==> src/rtl/lane_stop_pkg.sv <==
package lane_stop_pkg;
  localparam int unsigned PRE16_SH = 4;
  localparam int unsigned PRE4_SH  = 2;
  localparam int unsigned PRE_SH   = PRE16_SH + PRE4_SH;
endpackage

==> src/rtl/stop_limit_calc.sv <==
module stop_limit_calc
  import lane_stop_pkg::*;
#(
  parameter int unsigned CNT_W = 8,
  localparam int unsigned LIM_W = CNT_W + PRE_SH
) (
  input  logic [CNT_W-1:0] tmo_count_i,
  input  logic             pre16_en_i,
  input  logic             pre4_en_i,
  output logic [LIM_W-1:0] limit_o
);
  logic [CNT_W-1:0] base;
  logic [LIM_W-1:0] wide;

  always_comb begin
    base = (tmo_count_i == '0) ? CNT_W'(1) : tmo_count_i;
    wide = LIM_W'(base);
    if (pre16_en_i) wide = wide << PRE16_SH;
    if (pre4_en_i)  wide = wide << PRE4_SH;
    limit_o = wide;
  end
endmodule

==> src/rtl/lane_stop_qual.sv <==
module lane_stop_qual #(
  parameter int unsigned LIM_W = 14
) (
  input  logic             clk_i,
  input  logic             rst_ni,
  input  logic             run_i,
  input  logic             stop_i,
  input  logic [LIM_W-1:0] limit_i,
  output logic             qual_o
);
  logic [LIM_W-1:0] cnt_q;

  always_ff @(posedge clk_i or negedge rst_ni) begin
    if (!rst_ni)                 cnt_q <= '0;
    else if (!run_i || !stop_i)  cnt_q <= '0;
    else if (cnt_q < limit_i)    cnt_q <= cnt_q + 1'b1;
  end

  // limit_i is never zero, so a cleared counter never qualifies
  assign qual_o = run_i && (cnt_q >= limit_i);
endmodule

==> src/rtl/force_flag_ctl.sv <==
module force_flag_ctl (
  input  logic clk_i,
  input  logic rst_ni,
  input  logic set_i,
  input  logic all_ok_i,
  output logic force_o,
  output logic done_o
);
  logic force_q, done_q;

  always_ff @(posedge clk_i or negedge rst_ni) begin
    if (!rst_ni) begin
      force_q <= 1'b0;
      done_q  <= 1'b0;
    end else begin
      done_q <= 1'b0;
      if (set_i) begin
        force_q <= 1'b1;
      end else if (force_q && all_ok_i) begin
        force_q <= 1'b0;
        done_q  <= 1'b1;
      end
    end
  end

  assign force_o = force_q;
  assign done_o  = done_q;
endmodule

==> src/rtl/lane_stop_detect.sv <==
module lane_stop_detect
  import lane_stop_pkg::*;
#(
  parameter int unsigned NUM_LANES = 5,
  parameter int unsigned CNT_W     = 8
) (
  input  logic                 clk_i,
  input  logic                 rst_ni,
  input  logic                 force_set_i,
  input  logic [NUM_LANES-1:0] lane_en_i,
  input  logic [NUM_LANES-1:0] lane_stop_i,
  input  logic [CNT_W-1:0]     tmo_count_i,
  input  logic                 pre16_en_i,
  input  logic                 pre4_en_i,
  output logic                 force_o,
  output logic [NUM_LANES-1:0] lane_qual_o,
  output logic                 done_o
);
  localparam int unsigned LIM_W = CNT_W + PRE_SH;

  logic [LIM_W-1:0]     limit;
  logic [NUM_LANES-1:0] qual;
  logic                 all_ok;

  stop_limit_calc #(.CNT_W(CNT_W)) u_limit (
    .tmo_count_i(tmo_count_i),
    .pre16_en_i (pre16_en_i),
    .pre4_en_i  (pre4_en_i),
    .limit_o    (limit)
  );

  for (genvar g = 0; g < NUM_LANES; g++) begin : g_lane
    lane_stop_qual #(.LIM_W(LIM_W)) u_qual (
      .clk_i  (clk_i),
      .rst_ni (rst_ni),
      .run_i  (force_o),
      .stop_i (lane_stop_i[g]),
      .limit_i(limit),
      .qual_o (qual[g])
    );
  end

  assign all_ok = &(qual | ~lane_en_i);

  force_flag_ctl u_flag (
    .clk_i   (clk_i),
    .rst_ni  (rst_ni),
    .set_i   (force_set_i),
    .all_ok_i(all_ok),
    .force_o (force_o),
    .done_o  (done_o)
  );

  assign lane_qual_o = qual;
endmodule

==> config.mk <==
export PLATFORM = sky130hd
export DESIGN_NAME = lane_stop_detect
export DESIGN_NICKNAME = d
export VERILOG_FILES = /design/src/rtl/lane_stop_pkg.sv /design/src/rtl/stop_limit_calc.sv /design/src/rtl/lane_stop_qual.sv /design/src/rtl/force_flag_ctl.sv /design/src/rtl/lane_stop_detect.sv
export SDC_FILE = /design/constraint.sdc
export NUM_CORES = 1
export LEC_CHECK = 0
export ABC_AREA = 1
export CAP_MARGIN = 20
export CELL_PAD_IN_SITES_DETAIL_PLACEMENT = 1
export CELL_PAD_IN_SITES_GLOBAL_PLACEMENT = 1
export CORE_ASPECT_RATIO = 1.25
export CORE_MARGIN = 2
export CORE_UTILIZATION = 45
export DETAILED_ROUTE_END_ITERATION = 6
export PLACE_DENSITY_LB_ADDON = 0.1
export SETUP_SLACK_MARGIN = 0.05
export SLEW_MARGIN = 20
export SYNTH_ARGS = -nofsm -noshare
export SYNTH_HDL_FRONTEND = slang
export SYNTH_SLANG_ARGS = --single-unit
==> constraint.sdc <==
create_clock -name clk_i -period 3 [get_ports clk_i]
set_input_delay 0.3 -clock clk_i [delete_from_list [all_inputs] [get_ports clk_i]]
set_output_delay 0.3 -clock clk_i [all_outputs]
set_load 0.02 [all_outputs]
==> qor.yml <==
outcome: "finished clean"
antenna_cells: 0
synth.avg_cell_area_um2: 7.04
cp_max_fo: 5
synth_compound_area_frac: 0.141
mostFrequentLayoutCells: "nand2_1, inv_1, buf_4"
num-fill-cells: 1716
synth-async-reset-ratio: 1.00
synth_area_mm2: 0.00600
die_w_um: 107
core_mm2: 0.0131
slew_violations: 0
power_w: 0.00257
avgRoutedWirePerCell_um: 18.8
synth_fp_nets: 926
arrival_ns: 2.59
pin_count: 30
cts_htree_levels: 3
start_util: 0.458
cts_buffer_depth: 2
worst_hold_slack_ns: 0.0776
ir_drop_v: 0.000336
cp-end-kind: "primary output"
multi_input_area_mm2: 0.00369
synth-seq-cells: 72
maxCapViolCount: 0
yosys.area_share.xor_xnor: 0.0115
nets: 1051
grt.total_usage: 0.313
worstPathRequired_ns: 2.70
clockRootBuffer: "clkbuf_16"
ys_types: 46
synth_mux_area_frac: 0
yosysWarnings: 0
dieArea_mm2: 0.0143
crit_chain: "clkdlybuf4s15_1 -> buf_4 -> o21ai_1 -> nor2_1 -> a31oi_1 -> buf_4 -> ha_1 -> a31o_1 -> o21bai_1 -> a21oi_2 -> nand3_1 -> nand2_1 -> inv_1 -> buf_2"
cts_buffers: 9
clk_pin_slew_ns: 0.05
worst_slew_pin_slew_ns: 0.987
postRouteAntennaNets: 0
io_buffers: 29
power_density_mw_per_mm2: 341
synthAdderAreaFrac: 0.104
synth_edf_count: 0
die_h_um: 133
drc: 0
dp.final_hpwl_mm: 16.5
final_common_cell: "nand2_1"
register_area_mm2: 0.00180
finalSetupViolCount: 0
cp-start-kind: "input pin"
finalWirelength_mm: 21.7
hold_violations: 0
syn_inst: 853
antenna_found_initial: 0
grt_max_degree: 73
num_vias: 6513
drive_gt1_frac: 0.201
first_global_vias: 6922
placed_cells: 1133
final_cells: 1152
synthFlopType: "dfrtp_1"
fin_worst_skew_ns: 0.00620
ys_seq_area_frac: 0.300
synth_top_family_by_area: "simple AND/OR/NAND/NOR gates"
cts-hold-fix-buffers: 0
hp-class: "input pin to async pin"
drt_iter0_drc: 308
grt_overflow: 0
area_growth_pct: 25.5
cts_tree: "built"
path_common_cell: "buf_4"
synth-simple-area-share: 0.336
max_freq_mhz: 346
total_leakage_power_nw: 3.71
use_met2: 0.560
clkSinkCount: 72
busiest_layer: "met2"
cpPeakStageDelay_ns: 0.26
use_met1: 0.371
period_share: 0.964
via_per_inst: 5.65
path_class: "input pin to primary output"
clock_latency_ns: 0.35
grt_first_pass_wirelength_mm: 34.8
placement_rows: 47
fin_crit_ns: 2.89
dr.pass1.iters: 5
slew_headroom: 0.342
use_met3: 0.0528
gp_congestion: 0.942
slowest_stage: "ha_1"
## power by group
group          internal, W  switching (W)  total, W
Clock             0.000619       0.000413   0.00103
Combinational     0.000206       0.000318  0.000524
Sequential        0.000991      0.0000243   0.00102
Total              0.00182       0.000755   0.00257
## registers in the layout (all words and copies together), names as in the netlist
| signal | cells |
|---|---|
| g_lane.u_qual.cnt_q | 70 |
| u_flag.done_o | 1 |
| u_flag.force_o | 1 |
## final cells by class
class                           instances  area share
Timing Repair Buffer                  128       0.133
Clock buffer                           14      0.0364
Sequential cell                        72       0.239
Multi-Input combinational cell        620       0.490
Tap cell                              171      0.0284
Inverter                              147      0.0736
## worst max-delay path, delay by kind of cell
kind | cells | cell delay, ns
compound gates | 5 | 0.97
buf+inv | 5 | 0.76
simple gates | 3 | 0.30
fa+ha+maj | 1 | 0.26
## cells by family after synthesis
group | Yosys count
XOR/XNOR | 7
AND/OR/NAND/NOR | 421
adder cells (fa/ha/maj) | 50
buffers and inverters | 161
AO/OA/AOI/OAI | 142
flip-flops | 72
## what timing repair did
item,in CTS,in global routing
pin swaps,12,10
buffers inserted,2,3
endpoints found under the setup margin,25,13
resized for setup,50,19
endpoints found under the hold margin,0,0
## routing by layer
layer	wire length, µm	vias up
met5	0	-
met4	779	0
met3	726	64
met2	11200	142
met1	9000	3225
li1	-	3082
## final timing paths
kind                                            start                         end  slack [ns]  cells after the start
hold / removal                                 rst_ni   g_lane[2].u_qual.cnt_q[5]        0.08                      1
setup / recovery                       tmo_count_i[3]              lane_qual_o[0]        0.11                     14
setup reg to reg            g_lane[0].u_qual.cnt_q[9]   g_lane[0].u_qual.cnt_q[7]        0.68                     10
min in group clk_i         g_lane[0].u_qual.cnt_q[13]  g_lane[0].u_qual.cnt_q[13]        0.51                      1
max in group asynchronous                      rst_ni   g_lane[4].u_qual.cnt_q[7]        2.24                      1
hold reg to reg            g_lane[0].u_qual.cnt_q[13]  g_lane[0].u_qual.cnt_q[13]        0.51                      1
## cells in the mapped netlist, drive strengths merged (9+ instances only)
| library cell | instances | area share |
|---|---|---|
| nand4 | 21 | 0.022 |
| nor2 | 79 | 0.057 |
| nor3 | 35 | 0.035 |
| nand3 | 83 | 0.074 |
| inv | 146 | 0.092 |
| a21oi | 41 | 0.040 |
| ha | 50 | 0.10 |
| buf | 9 | 0.011 |
| o21ai | 66 | 0.058 |
| a31oi | 9 | 0.0094 |
| o21bai | 14 | 0.018 |
| dfrtp | 72 | 0.30 |
| nand2 | 183 | 0.12 |
## through the flow
stage | area [µm²] | setup slack [ns] | utilization | TNS [ns]
finish | 7540 | 0.109 | 0.575 | 0
detailed placement | 7130 | -0.640 | 0.543 | -18.19
CTS | 7470 | 0.0551 | 0.570 | 0
floorplan | 6000 | 0.555 | - | 0
global route | 7540 | -0.0165 | 0.575 | -0.0179
global placement | 7130 | -0.518 | 0.543 | -10.37
No activity file was read; power rests on OpenSTA's default activity.
